==> src/rtl/dsa_pkg.sv <==
package dsa_pkg;

  typedef logic [31:0] dsa_word_t;

  // Slot the dynamic segment opens with, clamped to the ceiling.
  function automatic dsa_word_t first_slot(dsa_word_t last_static, dsa_word_t max_id);
    dsa_word_t cand;
    cand = last_static + 32'd1;
    return (cand > max_id) ? max_id : cand;
  endfunction

  // One step of the slot counter, saturating at the ceiling.
  function automatic dsa_word_t next_slot(dsa_word_t cur, dsa_word_t max_id);
    return (cur >= max_id) ? max_id : cur + 32'd1;
  endfunction

  // True on the last macrotick of an idle minislot; length 0 behaves as 1.
  function automatic logic minislot_over(dsa_word_t cnt, dsa_word_t len);
    return (len <= 32'd1) || (cnt == len - 32'd1);
  endfunction

  // Enough budget left (current macrotick included) for a full frame.
  function automatic logic budget_ok(dsa_word_t remain, dsa_word_t need);
    return remain >= need;
  endfunction

endpackage

==> src/rtl/dsa_seg_timer.sv <==
module dsa_seg_timer #(
  parameter int MT_W = 12
) (
  input  logic            clk,
  input  logic            rst_n,
  input  logic            mt_tick,
  input  logic            seg_start,
  input  logic [MT_W-1:0] seg_len,
  output logic            active_o,
  output logic [MT_W-1:0] remain_o,
  output logic            seg_end_o
);

  logic            active_q;
  logic [MT_W-1:0] remain_q;
  logic            end_q;
  logic            last_tick;

  assign last_tick = mt_tick && active_q && (remain_q == MT_W'(1));

  always_ff @(posedge clk) begin
    if (!rst_n) begin
      active_q <= 1'b0;
      remain_q <= '0;
      end_q    <= 1'b0;
    end else begin
      end_q <= 1'b0;
      if (seg_start) begin
        active_q <= (seg_len != '0);
        remain_q <= seg_len;
      end else if (mt_tick && active_q) begin
        remain_q <= remain_q - MT_W'(1);
        if (last_tick) begin
          active_q <= 1'b0;
          end_q    <= 1'b1;
        end
      end
    end
  end

  assign active_o  = active_q;
  assign remain_o  = remain_q;
  assign seg_end_o = end_q;

  a_r8_single_end: assert property (@(posedge clk) disable iff (!rst_n)
    end_q |=> !end_q);

  a_r8_end_closes: assert property (@(posedge clk) disable iff (!rst_n)
    end_q |-> (!active_q && remain_q == '0));

endmodule

==> src/rtl/dsa_slot_ctr.sv <==
module dsa_slot_ctr
  import dsa_pkg::*;
#(
  parameter int ID_W   = 7,
  parameter int MS_W   = 6,
  parameter int MAX_ID = 127
) (
  input  logic            clk,
  input  logic            rst_n,
  input  logic            seg_start,
  input  logic            active,
  input  logic            mt_tick,
  input  logic            bus_busy,
  input  logic            grant_now,
  input  logic [ID_W-1:0] first_id,
  input  logic [MS_W-1:0] minislot_len,
  output logic [ID_W-1:0] slot_o,
  output logic            at_boundary_o,
  output logic            in_frame_o
);

  localparam logic [ID_W-1:0] MAX_SLOT = ID_W'(MAX_ID);

  logic [ID_W-1:0] slot_q;
  logic [MS_W-1:0] ms_q;
  logic            in_frame_q;
  logic [ID_W-1:0] slot_nxt;
  logic            ms_last;
  logic            frame_adv;   // occupied slot released by a quiet bus
  logic            idle_adv;    // idle minislot expired
  logic            frame_seen;  // bus activity opens an occupied slot

  assign slot_nxt   = ID_W'(next_slot(32'(slot_q), 32'(MAX_ID)));
  assign ms_last    = minislot_over(32'(ms_q), 32'(minislot_len));
  assign frame_adv  = active && mt_tick && in_frame_q && !bus_busy;
  assign frame_seen = active && !in_frame_q && bus_busy;
  assign idle_adv   = active && mt_tick && !in_frame_q && !bus_busy && !grant_now && ms_last;

  always_ff @(posedge clk) begin
    if (!rst_n) begin
      slot_q     <= '0;
      ms_q       <= '0;
      in_frame_q <= 1'b0;
    end else if (seg_start) begin
      slot_q     <= first_id;
      ms_q       <= '0;
      in_frame_q <= 1'b0;
    end else if (frame_adv || idle_adv) begin
      in_frame_q <= 1'b0;
      slot_q     <= slot_nxt;
      ms_q       <= '0;
    end else if (frame_seen || (active && mt_tick && grant_now)) begin
      in_frame_q <= 1'b1;
      ms_q       <= '0;
    end else if (active && mt_tick && !in_frame_q) begin
      ms_q <= ms_q + MS_W'(1);
    end
  end

  assign slot_o        = slot_q;
  assign at_boundary_o = !in_frame_q && (ms_q == '0);
  assign in_frame_o    = in_frame_q;

  a_r9_slot_cap: assert property (@(posedge clk) disable iff (!rst_n)
    slot_q <= MAX_SLOT);

  a_r3_step_one: assert property (@(posedge clk) disable iff (!rst_n)
    (!seg_start) |=> (slot_q == $past(slot_q) || slot_q == $past(slot_q) + ID_W'(1)));

  a_r4_busy_holds: assert property (@(posedge clk) disable iff (!rst_n)
    (active && in_frame_q && bus_busy && !seg_start) |=> (slot_q == $past(slot_q) && in_frame_q));

  a_r11_no_tick_no_step: assert property (@(posedge clk) disable iff (!rst_n)
    (!mt_tick && !seg_start) |=> (slot_q == $past(slot_q)));

endmodule

==> src/rtl/dsa_pending.sv <==
module dsa_pending #(
  parameter int ID_W   = 7,
  parameter int MAX_ID = 127
) (
  input  logic              clk,
  input  logic              rst_n,
  input  logic              seg_start,
  input  logic [MAX_ID:0]   pend_req,
  input  logic              grant_now,
  input  logic [ID_W-1:0]   slot_id,
  output logic              hit_o,
  output logic [MAX_ID:0]   pend_o
);

  logic [MAX_ID:0] pend_q;

  always_ff @(posedge clk) begin
    if (!rst_n) begin
      pend_q <= '0;
    end else if (seg_start) begin
      pend_q <= pend_req;
    end else if (grant_now) begin
      pend_q[slot_id] <= 1'b0;
    end
  end

  assign hit_o  = pend_q[slot_id];
  assign pend_o = pend_q;

  a_r10_frozen: assert property (@(posedge clk) disable iff (!rst_n)
    (!seg_start && !grant_now) |=> (pend_q == $past(pend_q)));

endmodule

==> src/rtl/dyn_seg_arbiter.sv <==
module dyn_seg_arbiter
  import dsa_pkg::*;
#(
  parameter int ID_W   = 7,
  parameter int MAX_ID = 127,
  parameter int MT_W   = 12,
  parameter int MS_W   = 6
) (
  input  logic            clk,
  input  logic            rst_n,
  input  logic            mt_tick,
  input  logic            seg_start,
  input  logic            bus_busy,
  input  logic [ID_W-1:0] last_static_id,
  input  logic [MS_W-1:0] minislot_len,
  input  logic [MT_W-1:0] seg_len,
  input  logic [MT_W-1:0] max_frame_len,
  input  logic [MAX_ID:0] pend_req,
  output logic            tx_grant,
  output logic [ID_W-1:0] tx_id,
  output logic            seg_end
);

  logic            active;
  logic [MT_W-1:0] remain;
  logic [ID_W-1:0] slot_id;
  logic [ID_W-1:0] first_id;
  logic            at_boundary;
  logic            in_frame;
  logic            pend_hit;
  logic [MAX_ID:0] pend_vec;
  logic            offer;       // pending local frame meets an open, idle minislot
  logic            fits;
  logic            grant_now;
  logic            stop_now;
  logic            stop_q;
  logic            grant_q;
  logic [ID_W-1:0] id_q;

  assign first_id = ID_W'(first_slot(32'(last_static_id), 32'(MAX_ID)));

  dsa_seg_timer #(.MT_W(MT_W)) u_timer (
    .clk       (clk),
    .rst_n     (rst_n),
    .mt_tick   (mt_tick),
    .seg_start (seg_start),
    .seg_len   (seg_len),
    .active_o  (active),
    .remain_o  (remain),
    .seg_end_o (seg_end)
  );

  dsa_slot_ctr #(.ID_W(ID_W), .MS_W(MS_W), .MAX_ID(MAX_ID)) u_slot (
    .clk           (clk),
    .rst_n         (rst_n),
    .seg_start     (seg_start),
    .active        (active),
    .mt_tick       (mt_tick),
    .bus_busy      (bus_busy),
    .grant_now     (grant_now),
    .first_id      (first_id),
    .minislot_len  (minislot_len),
    .slot_o        (slot_id),
    .at_boundary_o (at_boundary),
    .in_frame_o    (in_frame)
  );

  dsa_pending #(.ID_W(ID_W), .MAX_ID(MAX_ID)) u_pend (
    .clk       (clk),
    .rst_n     (rst_n),
    .seg_start (seg_start),
    .pend_req  (pend_req),
    .grant_now (grant_now),
    .slot_id   (slot_id),
    .hit_o     (pend_hit),
    .pend_o    (pend_vec)
  );

  assign offer     = active && mt_tick && !seg_start && at_boundary && !bus_busy
                     && pend_hit && !stop_q;
  assign fits      = budget_ok(32'(remain), 32'(max_frame_len));
  assign grant_now = offer && fits;
  assign stop_now  = offer && !fits;

  always_ff @(posedge clk) begin
    if (!rst_n) begin
      stop_q  <= 1'b0;
      grant_q <= 1'b0;
      id_q    <= '0;
    end else begin
      grant_q <= grant_now;
      if (grant_now) id_q <= slot_id;
      if (seg_start)     stop_q <= 1'b0;
      else if (stop_now) stop_q <= 1'b1;
    end
  end

  assign tx_grant = grant_q;
  assign tx_id    = id_q;

  a_r6_on_tick: assert property (@(posedge clk) disable iff (!rst_n)
    tx_grant |-> $past(mt_tick));

  a_r6_single_pulse: assert property (@(posedge clk) disable iff (!rst_n)
    tx_grant |=> !tx_grant);

  a_r5_cleared: assert property (@(posedge clk) disable iff (!rst_n)
    tx_grant |-> !pend_vec[tx_id]);

  a_r7_stop_blocks: assert property (@(posedge clk) disable iff (!rst_n)
    (stop_q && !seg_start) |=> !tx_grant);

  a_r8_quiet_after: assert property (@(posedge clk) disable iff (!rst_n)
    !active |=> !tx_grant);

  a_r4_no_grant_busy: assert property (@(posedge clk) disable iff (!rst_n)
    (in_frame && !seg_start) |=> !tx_grant);

endmodule

==> config.mk <==
export PLATFORM = sky130hd
export DESIGN_NAME = dyn_seg_arbiter
export DESIGN_NICKNAME = d
export VERILOG_FILES = /design/src/rtl/dsa_pkg.sv /design/src/rtl/dsa_seg_timer.sv /design/src/rtl/dsa_slot_ctr.sv /design/src/rtl/dsa_pending.sv /design/src/rtl/dyn_seg_arbiter.sv
export SDC_FILE = /design/constraint.sdc
export NUM_CORES = 1
export LEC_CHECK = 0
export ABC_CLOCK_PERIOD_IN_PS = 3200
export BUFFER_PORTS_ARGS = -buffer_cell sky130_fd_sc_hd__buf_2
export CELL_PAD_IN_SITES_DETAIL_PLACEMENT = 0
export CELL_PAD_IN_SITES_GLOBAL_PLACEMENT = 2
export CORE_ASPECT_RATIO = 0.7
export CORE_UTILIZATION = 32
export DETAILED_ROUTE_END_ITERATION = 10
export PLACE_DENSITY_LB_ADDON = 0.08
export SLEW_MARGIN = 40
export SYNTH_ARGS = -nofsm -noshare
export SYNTH_HDL_FRONTEND = slang
export SYNTH_SLANG_ARGS = --single-unit
==> constraint.sdc <==
create_clock -name clk -period 3.2 [get_ports clk]
set_input_delay 0.16 -clock clk [delete_from_list [all_inputs] [get_ports clk]]
set_output_delay 0.16 -clock clk [all_outputs]
set_load 0.01 [all_outputs]
==> metrics.txt, run 1 <==
sequential group share of total power 0.433; Crit path top cell by count buf_12; maximum root-to-sink buffer count 2; busiest layer in global routing met1; Pleak ~4.6 nW; worst min path class in2reg; most instantiated flip-flop cell in the synthesis netlist dfxtp_1; wire length of the first global-routing pass 52200 um; startpoint kind of the worst setup timing path flop; startpoint of the worst hold path pend_req[110]; Sw Pwr 1.51 mW; total wire length after detailed routing between 30000 and 40000 um; met3 Resource Use GR 0.0344; met2 Use GR 0.339; internal power consumption roughly 3.7 mW; top library cells by usage in the layout, fill and taps aside 180 x nand2_1, 177 x buf_2, 162 x dfxtp_1; max-capacitance violation count 0; gr usage total 0.238; number of setup violations in the final report 0; number of enable-type register cells in the synthesized netlist 0; highest fanout seen on the critical path 46; Cells on Worst Hold Path 3; routability cong. 0.807; worst path arrival time about 3.5 ns; outcome completed; met1 Use GR 0.371; Die H 141 um; ys async rst share 0; clk sinks 165; Least-Margin Pin Slew 0.728 ns; Initial Util 0.328; CTS root buf clkbuf_16; H-tree depth reported by CTS 4; port bufs 178; Core Rows 50; Clock Skews between 0.01 and 0.015 ns; clock latency on the worst-skew pair 0.44 ns; Std-Cell Core Area about 27000 um2; most common cell after layout, fill and taps aside nand2_1; die area approximately 28000 um2; Clk network pwr share 0.383; endpoint required time on the critical path about 3.6 ns; final total negative setup slack 0 ns; Max rail drop VDD 0.000347 V; nets in the synthesized netlist roughly 1200; Post-CTS Setup Bufs 0; cell area after placement 10200 um2; DRC 0; detailed placement HPWL 23100 um; TritonCTS clock tree built; sequential fraction of the synthesis area 0.374; path type of the worst setup path reg2reg; crit-path cells buf_12, mux4_2, a221oi_1, nor2_1, nor4_2, nand3_2, nand3_4, buf_12, o311ai_0, a21oi_1; Worst Hold End u_pend.pend_o[110]; fill cell count 2793; number of standard cells in the layout, taps in and fillers out 1689; routed len/inst 20.1 um; Worst path max stage delay 0.57 ns; fraction of layout instances using a drive strength above 1 0.217; gate family responsible for the most delay along the worst path simple AND/OR/NAND/NOR gates; residual overflow from global routing 0; via count 9248; number of pins exceeding their max-slew limit in the final report 0; Cell Pwr Density 438 nW/um2; Final Hold Vio Count 0; flop and latch count out of synthesis 165; unrepaired setup endpoints after global routing no; Post-Layout Inst Area roughly 12000 um2; number of buffers created by CTS 17; vias in the first global route 8824; First DRT Iteration DRCs 673; achievable frequency 322 MHz; Unique masters post-synth 60; dpl cells approximately 1600; Relative slew margins 0.515; crit path time final slightly above 3 ns; mean area per synthesized cell about 8.3 um2; clock transition at the registers of the reported paths around 0.070 ns; die span in x 200 um; cells on worst reg2reg path 10; maximum number of pins on one net before global-route repair 150; launching point of the worst reg2reg path u_slot.slot_o[0]; number of antenna diodes 0; initial antenna violation count 0; Synth Warn # 0; Layout area overhead 34.5%; combinational share of power 0.184; synthesized instance count 1059; num ports 179; number of buffer and inverter instances along the worst setup path 2; worst setup slack for register-to-register paths 0.09 ns; cell at the slowest stage of the critical path mux4_2; count of nets left with antenna violations after detail routing 0; overall power after layout 5.20 mW; destination of the worst register-to-register timing path u_pend.pend_o[10]; kind of end point of the critical path flop; mean number of vias per cell between 5 and 6; post-route clock period utilization 0.971; post-synthesis instance area 8820 um2; final-stage net count roughly 1500; Initial DRT Pass Iterations 5; switching power share of the total 0.291
==> repair_timing <==
action                                  CTS  global route
gates resized for setup                   2             3
pin swaps                                 0             1
hold buffers                            107             0
hold endpoints to repair                107             0
endpoints found under the setup margin  127           111
==> power by group through the flow <==
stage	logic (mW)	registers (mW)	clock network [mW]
floorplan	0.495	2.25	0
global placement	0.845	2.30	0
detailed placement	0.849	2.29	0
CTS	0.952	2.25	2.03
global route	1.04	2.26	2.11
finish	0.957	2.25	1.99
==> metal layers <==
layer	up-vias	share of wire
li1	4507	-
met1	4457	0.53
met2	266	0.42
met3	18	0.047
met4	0	0.0090
met5	-	0
==> per-stage QoR <==
stage          worst slack (ns)   util  hold WS (ns)
2_1_floorplan             0.587      -         0.293
3_3_place_gp            0.00836  0.380         0.412
3_5_place_dp             -0.129  0.380         0.418
4_1_cts                  0.0776  0.441      0.000339
5_1_grt                 0.00143  0.441       0.00351
6_report                 0.0916  0.441       0.00430
==> cell usage after synthesis, drive strengths merged, types with 7 or more instances <==
master  count  area (um2)
inv        22        82.6
o21ai      16        80.1
nand3      25         130
ha         20         250
nor3        7        35.0
dfxtp     165        3300
a211oi     11        82.6
and3        7        43.8
nor4        9        56.3
nor2       53         199
a21oi     154         771
mux4       15         338
nor2b      14        90.1
xor2       10        87.6
buf        28         180
o311ai    128        1120
clkbuf     69         259
xnor2      11        96.3
nand2b     10        62.6
nand2     181         682
a221oi     12         105
mux2i      21         210
==> state kept, by name, indices dropped and copies added, names as in the netlist <==
signal	flops
stop_q	1
tx_grant	1
tx_id	7
u_pend.pend_o	128
u_slot.in_frame_o	1
u_slot.ms_q	6
u_slot.slot_o	7
u_timer.active_o	1
u_timer.remain_o	12
u_timer.seg_end_o	1
==> logic make-up after synthesis <==
| logic type | share of synthesized area |
|---|---|
| simple gates | 0.164 |
| compound gates | 0.286 |
| fa+ha+maj | 0.0284 |
| buf+inv | 0.0591 |
| mux | 0.0672 |
| xor+xnor | 0.0209 |
| flops | 0.374 |
==> tightest hold or removal path, cell delays in order <==
cell and delay (ns):
buf_2 0.09, nand2_1 0.08, a21oi_1 0.06
==> area by class of cell <==
| class | count | area (um2) | share of cell area |
|---|---|---|---|
| Clock buffer | 20 | 447 | 0.0377 |
| Clock inverter | 12 | 106 | 0.00897 |
| Inverter | 22 | 86.3 | 0.00728 |
| Multi-Input combinational cell | 775 | 5020 | 0.423 |
| Sequential cell | 165 | 3310 | 0.279 |
| Tap cell | 364 | 455 | 0.0384 |
| Timing Repair Buffer | 331 | 2440 | 0.206 |
==> how the worst max path moves through the flow <==
stage / from / to / slack [ns] / cells past startpoint
after floorplan: u_slot.slot_o[0] / tx_id[3] / 0.59 / 13
after global placement: u_slot.slot_o[0] / u_pend.pend_o[122] / 0.008 / 10
after detailed placement: u_slot.slot_o[0] / u_pend.pend_o[123] / -0.13 / 10
after CTS: u_slot.slot_o[0] / u_pend.pend_o[10] / 0.08 / 10
after global routing: u_slot.slot_o[0] / u_pend.pend_o[0] / 0.001 / 10
final: u_slot.slot_o[0] / u_pend.pend_o[10] / 0.09 / 10
(Power assumes the default switching activity.)
==> run 2: changes to the inputs <==
--- a/config.mk
+++ b/config.mk
@@ -5,12 +5,13 @@
 export SDC_FILE = /design/constraint.sdc
 export NUM_CORES = 1
 export LEC_CHECK = 0
+export ABC_AREA = 1
 export ABC_CLOCK_PERIOD_IN_PS = 3200
 export BUFFER_PORTS_ARGS = -buffer_cell sky130_fd_sc_hd__buf_2
 export CELL_PAD_IN_SITES_DETAIL_PLACEMENT = 0
 export CELL_PAD_IN_SITES_GLOBAL_PLACEMENT = 2
 export CORE_ASPECT_RATIO = 0.7
-export CORE_UTILIZATION = 32
+export CORE_UTILIZATION = 30
 export DETAILED_ROUTE_END_ITERATION = 10
 export PLACE_DENSITY_LB_ADDON = 0.08
 export SLEW_MARGIN = 40
==> metrics.txt, run 2 <==
Relative slew margins 0.402 (was 0.515); die area 33400 um2 (was 28200 um2); via count 10300 (was 9248); flop and latch count out of synthesis 165 (unchanged); most frequent cell after synthesis nand2_1 (unchanged); die span in x 218 um (was 200 um); residual overflow from global routing 0 (unchanged); Least-Margin Pin Slew 0.897 ns (was 0.728 ns); post-synthesis instance area 9790 um2 (was 8820 um2); fill cell count 3462 (was 2793); max reg flops 128 (unchanged); highest fanout seen on the critical path 50 (was 46); routability cong. 0.809 (was 0.807); cell type contributing the most total cell area after synthesis dfxtp_1 (unchanged); Cells on Worst Hold Path 3 (unchanged); DRC 0 (unchanged); Initial Util 0.310 (was 0.328); num ports 179 (unchanged); gr usage total 0.224 (was 0.238); Max rail drop VDD 0.000351 V (was 0.000347 V); worst path arrival time 3.01 ns (was 3.47 ns); final-stage net count 1972 (was 1502); outcome completed (unchanged); unrepaired setup endpoints after global routing no (unchanged); number of buffers created by CTS 17 (unchanged); post-CTS resize count 0 (was 2); First DRT Iteration DRCs 684 (was 673); clock latency on the worst-skew pair 0.45 ns (was 0.44 ns); Final Hold Vio Count 0 (unchanged); number of antenna diodes 0 (unchanged); number of setup violations in the final report 0 (unchanged); path type of the worst setup path reg2reg (unchanged); port bufs 178 (unchanged); count of nets left with antenna violations after detail routing 0 (unchanged); number of pins exceeding their max-slew limit in the final report 0 (unchanged); mean number of vias per cell 4.64 (was 5.48); endpoint of the worst setup timing path u_pend.pend_o[123] (was u_pend.pend_o[10]); launching point of the worst reg2reg path u_slot.slot_o[1] (was u_slot.slot_o[0]); Area contributors post-synth dfxtp_1 34%, nand2_1 27%, o211ai_2 6.6% (was dfxtp_1 37%, o311ai_0 12%, a21oi_1 8.7%); crit path time final 2.67 ns (was 3.11 ns); overall power after layout 5.51 mW (was 5.20 mW); worst setup slack for register-to-register paths 0.53 ns (was 0.09 ns); sequential fraction of the synthesis area 0.338 (was 0.374); max-capacitance violation count 0 (unchanged); routed len/inst 16.4 um (was 20.1 um); worst min path class in2reg (unchanged); Initial DRT Pass Iterations 5 (unchanged); most frequent cells after synthesis 696 x nand2_1, 165 x dfxtp_1, 108 x inv_1 (was 180 x nand2_1, 165 x dfxtp_1, 154 x a21oi_1); ys async rst share 0 (unchanged); maximum root-to-sink buffer count 2 (unchanged); Core Rows 54 (was 50); detailed placement HPWL 25500 um (was 23100 um); most instantiated flip-flop cell in the synthesis netlist dfxtp_1 (unchanged); top library cells by usage in the layout, fill and taps aside 696 x nand2_1, 178 x buf_2, 164 x dfxtp_1 (was 180 x nand2_1, 177 x buf_2, 162 x dfxtp_1); Unique masters post-synth 43 (was 60); total wire length after detailed routing 36300 um (was 34000 um); Clock Skews 0.00940 ns (was 0.0120 ns); endpoint required time on the critical path 3.53 ns (was 3.57 ns); final total negative setup slack 0 ns (unchanged); wire length of the first global-routing pass 57400 um (was 52200 um); Die H 153 um (was 141 um); proportion of netlist area held by the largest area contributor 0.338 (was 0.374); clk sinks 165 (unchanged); number of enable-type register cells in the synthesized netlist 0 (unchanged); Synth Warn # 0 (unchanged); H-tree depth reported by CTS 4 (unchanged); first element of the critical path u_slot.slot_o[1] (was u_slot.slot_o[0]); destination of the worst register-to-register timing path u_pend.pend_o[123] (was u_pend.pend_o[10]); synthesized instance count 1478 (was 1059); TritonCTS clock tree built (unchanged); most common cell after layout, fill and taps aside nand2_1 (unchanged); mean area per synthesized cell 6.62 um2 (was 8.33 um2); maximum number of pins on one net before global-route repair 131 (was 150); startpoint kind of the worst setup timing path flop (unchanged); fraction of layout instances using a drive strength above 1 0.186 (was 0.217); nets in the synthesized netlist 1668 (was 1249); Cell Pwr Density 418 nW/um2 (was 438 nW/um2); achievable frequency 374 MHz (was 322 MHz); kind of end point of the critical path flop (unchanged); clock transition at the registers of the reported paths 0.07 ns (about the same); Std-Cell Core Area 31600 um2 (was 26900 um2); CTS root buf clkbuf_16 (unchanged); initial antenna violation count 0 (unchanged); Layout area overhead 34.8% (was 34.5%); cells on worst reg2reg path 14 (was 10); vias in the first global route 10100 (was 8824); Pleak 6.45 nW (was 4.62 nW); post-route clock period utilization 0.835 (was 0.971)
-- run 2: cell types whose count changed in the layout (fill, tap and decap cells not counted), sizes merged, moves of 10 or more --
cell / previous run / this run
nor2b: 14 / 0
nand2: 181 / 698
nand3: 25 / 43
nand2b: 10 / 0
a21oi: 154 / 24
o311ai: 128 / 2
mux4: 15 / 0
a221oi: 12 / 0
o211ai: 5 / 133
inv: 22 / 114
nor2: 53 / 96
dlygate4sd3: 107 / 134
mux2i: 21 / 0
-- run 2: layer usage --
metal  global-route usage  up-vias  part of all wire
met5                    0        -                 0
met1                0.339     4707              0.54
li1                     -     5374                 -
met2                0.332      180              0.42
met4               0.0549        0             0.010
met3               0.0269       22             0.030
-- run 2: area by class of cell --
type	instances	area, um2	share of cell area
Clock inverter	11	176	0.0134
Tap cell	420	526	0.0398
Sequential cell	165	3300	0.250
Timing Repair Buffer	363	2690	0.204
Multi-Input combinational cell	1121	5620	0.426
Inverter	114	430	0.0326
Clock buffer	21	440	0.0334
-- run 2: per-stage QoR --
stage	util	setup slack [ns]	cells	hold slack [ns]	instance area, um2
floorplan	-	1.14	1478	0.270	9790
global placement	0.355	0.568	2049	0.359	11200
detailed placement	0.355	0.557	2049	0.360	11200
CTS	0.417	0.539	2215	0.0135	13200
global route	0.417	0.272	2215	0.0319	13200
finish	0.417	0.529	2215	0.0274	13200
-- run 2: cells by family after synthesis --
group | share of synthesized area
DFF | 0.338
xor gates and xnor gates | 0.0179
buffers and inverters | 0.0899
and+or+nand+nor | 0.358
AOI/OAI and AO/OA | 0.171
adders and majority gates | 0.0256
-- run 2: how the worst min path moves through the flow --
stage                              from                   to  slack (ns)
after floorplan           pend_req[125]   u_pend.pend_o[125]        0.27
after global placement     pend_req[75]    u_pend.pend_o[75]        0.36
after detailed placement   pend_req[92]    u_pend.pend_o[92]        0.36
after CTS                    seg_len[0]  u_timer.remain_o[0]        0.01
after global routing         seg_len[8]  u_timer.remain_o[8]        0.03
final                      pend_req[37]    u_pend.pend_o[37]        0.03
-- run 2: power by group --
group / internal, mW / switching, mW / leakage [nW]
clock network: 1.31 / 0.917 / 0.284
registers: 2.17 / 0.0888 / 1.36
logic: 0.431 / 0.595 / 4.81
total: 3.91 / 1.60 / 6.45
-- run 2: what timing repair did --
action | 4_1_cts | 5_1_grt
hold buffers | 134 | 0
setup buffers | 0 | 0
endpoints found under the hold margin | 134 | 0
-- run 2: worst max-delay path, cell delays in order, from the launching register on --
cell and delay [ns]:
dfxtp_1 0.49, inv_2 0.07, nor2_2 0.41, nand3_1 0.15, nand2_1 0.11, o21ai_1 0.07
nand2_1 0.07, nor2_1 0.04, nor2_1 0.08, nor2_1 0.05, nand2_1 0.12, nand3_4 0.27
buf_12 0.32, o211ai_2 0.18, nand2_1 0.07
